$ cat config.mk
export PLATFORM = sky130hd
export DESIGN_NAME = lrm_reserve_monitor
export DESIGN_NICKNAME = d
export VERILOG_FILES = /design/src/rtl/lrm_pkg.sv /design/src/rtl/lrm_fault_check.sv /design/src/rtl/lrm_kill_detect.sv /design/src/rtl/lrm_res_keeper.sv /design/src/rtl/lrm_reserve_monitor.sv
export SDC_FILE = /design/constraint.sdc
export NUM_CORES = 1
export LEC_CHECK = 0
export BUFFER_PORTS_ARGS = -buffer_cell sky130_fd_sc_hd__buf_2
export CORE_MARGIN = 3
export CORE_UTILIZATION = 30
export DETAILED_ROUTE_END_ITERATION = 8
export PLACE_DENSITY = 0.58
export SLEW_MARGIN = 20
export SYNTH_ARGS = -nofsm -noshare
export SYNTH_HDL_FRONTEND = slang
export SYNTH_HIERARCHICAL = 1
export SYNTH_SLANG_ARGS = --single-unit
$ cat constraint.sdc
create_clock -name clk -period 3.5 [get_ports clk]
set_input_delay 0.525 -clock clk [delete_from_list [all_inputs] [get_ports clk]]
set_output_delay 0.525 -clock clk [all_outputs]
set_load 0.01 [all_outputs]
$ cat src/rtl/lrm_pkg.sv
package lrm_pkg;
  localparam int unsigned ADDR_W     = 32;
  localparam int unsigned GRAN_BYTES = 32;
  localparam int unsigned WORD_BYTES = 4;
  localparam int unsigned GRAN_LSB   = $clog2(GRAN_BYTES);
  localparam int unsigned WORD_LSB   = $clog2(WORD_BYTES);
  localparam int unsigned TAG_W      = ADDR_W - GRAN_LSB;

  typedef logic [ADDR_W-1:0] addr_t;
  typedef logic [TAG_W-1:0]  tag_t;

  typedef enum logic [1:0] {
    FLT_NONE    = 2'd0,
    FLT_ALIGN   = 2'd1,
    FLT_STORAGE = 2'd2
  } fault_e;

  // Granule tag: the address with the in-granule offset removed.
  function automatic tag_t tag_of(addr_t a);
    return a[ADDR_W-1:GRAN_LSB];
  endfunction

  function automatic logic word_aligned(addr_t a);
    return a[WORD_LSB-1:0] == '0;
  endfunction
endpackage

$ cat src/rtl/lrm_fault_check.sv
module lrm_fault_check
  import lrm_pkg::*;
(
  input  logic   op_valid,
  input  addr_t  op_addr,
  input  logic   page_wt,
  output fault_e fault
);
  // Misalignment is reported ahead of the page attribute.
  always_comb begin
    fault = FLT_NONE;
    if (op_valid) begin
      if (!word_aligned(op_addr))
        fault = FLT_ALIGN;
      else if (page_wt)
        fault = FLT_STORAGE;
    end
  end
endmodule

$ cat src/rtl/lrm_kill_detect.sv
module lrm_kill_detect
  import lrm_pkg::*;
(
  input  logic  res_valid,
  input  tag_t  res_tag,
  input  tag_t  op_tag,
  input  logic  snoop_kill,
  input  addr_t snoop_addr,
  input  logic  ext_irq,
  output logic  kill_held,
  output logic  kill_new
);
  tag_t snoop_tag;
  assign snoop_tag = tag_of(snoop_addr);

  // Kill aimed at the reservation already held.
  assign kill_held = res_valid && (ext_irq || (snoop_kill && snoop_tag == res_tag));
  // Kill aimed at a granule a reserving load is about to take.
  assign kill_new  = ext_irq || (snoop_kill && snoop_tag == op_tag);
endmodule

$ cat src/rtl/lrm_res_keeper.sv
module lrm_res_keeper
  import lrm_pkg::*;
(
  input  logic clk,
  input  logic rst_n,
  input  logic load_ok,
  input  logic store_ok,
  input  logic kill_held,
  input  logic kill_new,
  input  tag_t new_tag,
  output logic res_valid,
  output tag_t res_tag
);
  always_ff @(posedge clk) begin
    if (!rst_n) begin
      res_valid <= 1'b0;
      res_tag   <= '0;
    end else if (load_ok) begin
      res_valid <= !kill_new;
      res_tag   <= new_tag;
    end else if (store_ok || kill_held) begin
      res_valid <= 1'b0;
    end
  end

  assert_kill_clears_R5: assert property (@(posedge clk) disable iff (!rst_n)
    (kill_held && !load_ok) |=> !res_valid);

  assert_load_sets_R7: assert property (@(posedge clk) disable iff (!rst_n)
    (load_ok && !kill_new) |=> (res_valid && res_tag == $past(new_tag)));
endmodule

$ cat src/rtl/lrm_reserve_monitor.sv
module lrm_reserve_monitor
  import lrm_pkg::*;
(
  input  logic              clk,
  input  logic              rst_n,
  input  logic              op_valid,
  input  logic              op_store,
  input  logic [ADDR_W-1:0] op_addr,
  input  logic              page_wt,
  input  logic              snoop_kill,
  input  logic [ADDR_W-1:0] snoop_addr,
  input  logic              ext_irq,
  output logic              sc_done,
  output logic              sc_success,
  output logic              align_exc,
  output logic              dsi_exc
);
  fault_e fault;
  logic   res_valid;
  tag_t   res_tag;
  tag_t   op_tag;
  logic   kill_held, kill_new;
  logic   clean, load_ok, store_ok, pass_now;

  assign op_tag = tag_of(op_addr);

  lrm_fault_check u_fault (
    .op_valid (op_valid),
    .op_addr  (op_addr),
    .page_wt  (page_wt),
    .fault    (fault)
  );

  lrm_kill_detect u_kill (
    .res_valid  (res_valid),
    .res_tag    (res_tag),
    .op_tag     (op_tag),
    .snoop_kill (snoop_kill),
    .snoop_addr (snoop_addr),
    .ext_irq    (ext_irq),
    .kill_held  (kill_held),
    .kill_new   (kill_new)
  );

  assign clean    = op_valid && (fault == FLT_NONE);
  assign load_ok  = clean && !op_store;
  assign store_ok = clean && op_store;
  assign pass_now = store_ok && res_valid && (res_tag == op_tag) && !kill_held;

  lrm_res_keeper u_res (
    .clk       (clk),
    .rst_n     (rst_n),
    .load_ok   (load_ok),
    .store_ok  (store_ok),
    .kill_held (kill_held),
    .kill_new  (kill_new),
    .new_tag   (op_tag),
    .res_valid (res_valid),
    .res_tag   (res_tag)
  );

  always_ff @(posedge clk) begin
    if (!rst_n) begin
      sc_done    <= 1'b0;
      sc_success <= 1'b0;
      align_exc  <= 1'b0;
      dsi_exc    <= 1'b0;
    end else begin
      sc_done    <= store_ok;
      sc_success <= pass_now;
      align_exc  <= (fault == FLT_ALIGN);
      dsi_exc    <= (fault == FLT_STORAGE);
    end
  end

  assert_fault_keeps_res_R2: assert property (@(posedge clk) disable iff (!rst_n)
    (op_valid && fault != FLT_NONE && !kill_held) |=> ($stable(res_valid) && $stable(res_tag)));

  assert_exc_exclusive_R3: assert property (@(posedge clk) disable iff (!rst_n)
    !(align_exc && dsi_exc) && !(sc_done && (align_exc || dsi_exc)));

  assert_pass_needs_res_R4: assert property (@(posedge clk) disable iff (!rst_n)
    sc_success |-> $past(res_valid));

  assert_irq_clears_R6: assert property (@(posedge clk) disable iff (!rst_n)
    ext_irq |=> !res_valid);

  assert_store_consumes_R8: assert property (@(posedge clk) disable iff (!rst_n)
    store_ok |=> !res_valid);

  assert_kill_wins_R9: assert property (@(posedge clk) disable iff (!rst_n)
    (store_ok && kill_held) |=> !sc_success);

  assert_strobe_pair_R10: assert property (@(posedge clk) disable iff (!rst_n)
    sc_success |-> sc_done);
endmodule

==> results.json <==
{
  "cts_tree": "built",
  "synth_edf_count": 0,
  "fin_crit_ns": 1.83,
  "finalCritPeriodShare_pct": 52.4,
  "yosys_most_used_dff": "dfxtp_1",
  "ys_seq_elements": 32,
  "ctsHoldBuffers": 0,
  "grtUsageTotal_pct": 13.7,
  "cp.required_ns": 3.67,
  "dpl.hpwl_mm": 4.43,
  "viasPerCell": 4.49,
  "place_area_mm2": 0.00256,
  "p_comb_share_pct": 20.2,
  "met3_length_um": 247,
  "drv_cap": 0,
  "io_pins": 75,
  "setup_slack_ns": 1.67,
  "async_flop_share_pct": 0,
  "grt_pass1_wl_mm": 8.69,
  "synth_area_leaders": "dfxtp_1, xor2_1, mux2i_1",
  "cts_sinks": 32,
  "path_max_fanout": 29,
  "ant_nets": 0,
  "io_buffers": 66,
  "pwr-share-seq_pct": 39.9,
  "cts_buffer_depth": 2,
  "ys_top_cells_by_count": "xor2_1, dfxtp_1, nor2b_1",
  "worst_hold_slack_ns": 0.545,
  "numCtsBuffers": 5,
  "cp-end-kind": "flop",
  "finalWirelength_mm": 5.55,
  "drt_iter0_markers": 75,
  "h-tree-depth": 2,
  "hold_viol": 0,
  "initial_core_util_pct": 31.2,
  "yosys.cell_count.top_type": "xor2_1",
  "overflow": 0,
  "report.final.slew_viol_count": 0,
  "pwr_density_cell_mw_per_mm2": 365,
  "syn_inst": 216,
  "p_clk_share_pct": 39.8,
  "std_cell_rows": 30,
  "antenna_found_initial": 0,
  "chipWidth_um": 90.3,
  "yosys_warnings": 6,
  "p_leak_uw": 0.00112,
  "synth_top_area_cell": "dfxtp_1",
  "status": "completed",
  "cts.repair.resized": 0,
  "avgSynthCellArea_um2": 9.87,
  "post_cts_buffers": 0,
  "power.internal_uw": 726,
  "max_freq_mhz": 546,
  "hold_class": "input port to flop",
  "dp_slack_ns": 1.37,
  "fin_nets": 356,
  "synthDistinctLibCells": 23,
  "diodes": 0,
  "layout-drive-gt1-share_pct": 28.7,
  "stdcell_area_mm2": 0.00269,
  "tns_ns": 0,
  "synth_top_area_share_pct": 30.0,
  "num_vias": 1714,
  "critPathLaunchType": "input port",
  "drc": 0,
  "wl_per_cell_um": 14.5,
  "relSlewSlack_pct": 65.4,
  "top_layer": "met4",
  "dieHeight_um": 90.3,
  "grt_max_degree": 32,
  "die-area_mm2": 0.00815,
  "wl_met1_mm": 2.48,
  "wl_met2_mm": 2.75,
  "rsz0062_at_grt": "false",
  "area_growth_pct": 26.1,
  "clockRootBuffer": "clkbuf_8",
  "worstPathArrival_ns": 2.01,
  "worstSetupPathType": "input port to flop",
  "p_switching_uw": 256,
  "path_clk_slew_ns": 0.07,
  "insertion_delay_ns": 0.29,
  "p_sw_share_pct": 26.1,
  "setup_viol": 0,
  "peakVddDrop_uv": 114,
  "fin_skew_ns": 0.00748,
  "first_global_vias": 1786,
  "tightest_slew_ns": 0.519,
  "final_util_pct": 39.4,
  "core-area_mm2": 0.00683,
  "ys_seq_area_share_pct": 30.0,
  "gp_congestion": 0.736,
  "syn_area_mm2": 0.00213,
  "dr.pass1.iters": 4,
  "syn_nets": 287
}
## critical path, stage by stage
cell and delay, ns:
buf_2 0.12, and4bb_2 0.24, nor2_1 0.15, nand2_1 0.11, nor2_4 0.08, buf_4 0.45
mux2i_1 0.26, nor2b_1 0.06
## final cells by class
cell class	instances	area [um2]
clock buffer	7	96.3
clock inverter	1	30.0
fill	735	4140
multi-input combinational	179	1460
sequential	32	641
tap	96	120
timing repair buffer	67	338
## power by group through the flow
stage                     logic, uW  registers, uW  clock network, uW
after floorplan                 111            399                  0
after global placement          198            399                  0
after detailed placement        200            400                  0
after CTS                       201            392                406
after global routing            217            394                421
final                           199            392                391
## per-stage QoR
step | cells | total power [uW]
detailed placement | 374 | 600
global placement | 374 | 598
floorplan | 216 | 510
finish | 382 | 982
CTS | 382 | 999
global route | 382 | 1030
## state kept, by name, summed over array words and instances (netlist names)
name	cells
u_res/res_tag	27
sc_success	1
dsi_exc	1
u_res/res_valid	1
sc_done	1
align_exc	1
## logic make-up after synthesis
logic type	count (synthesis)	share of synthesized area, %
AND/OR/NAND/NOR	67	21.0
buffers and inverters	5	1.64
multiplexers	27	12.7
flip-flops	32	30.0
XOR/XNOR	81	33.3
AO/OA/AOI/OAI	4	1.41
## final timing paths
path / start / cells past startpoint / slack [ns] / endpoint
setup / recovery: op_valid / 8 / 1.67 / u_res/res_tag[8]$_SDFFE_PN0P_
hold / removal: op_addr[0] / 3 / 0.54 / dsi_exc$_SDFF_PN0_
hold reg to reg: u_res/res_tag[26]$_SDFFE_PN0P_ / 2 / 0.56 / u_res/res_tag[26]$_SDFFE_PN0P_
setup reg to reg: u_res/res_tag[18]$_SDFFE_PN0P_ / 7 / 1.67 / sc_success$_SDFF_PN0_
## cells in the final DEF, fill, tap and decap left out, drive strengths merged, types with 2 or more instances in the layout
| master | synthesis | final |
|---|---|---|
| buf | 3 | 67 |
| clkbuf | 2 | 7 |
| dfxtp | 32 | 32 |
| mux2i | 27 | 27 |
| nand2 | 4 | 4 |
| nand4 | 9 | 9 |
| nor2 | 3 | 3 |
| nor2b | 28 | 28 |
| nor4 | 16 | 16 |
| o21a | 2 | 2 |
| xnor2 | 25 | 25 |
| xor2 | 56 | 56 |
## per-layer routing
metal | vias up | global-route usage, %
li1 | 878 | -
met1 | 791 | 16.5
met2 | 38 | 24.0
met3 | 7 | 2.83
met4 | 0 | 4.97
met5 | - | 0
No activity file was read; power rests on OpenSTA's default activity.
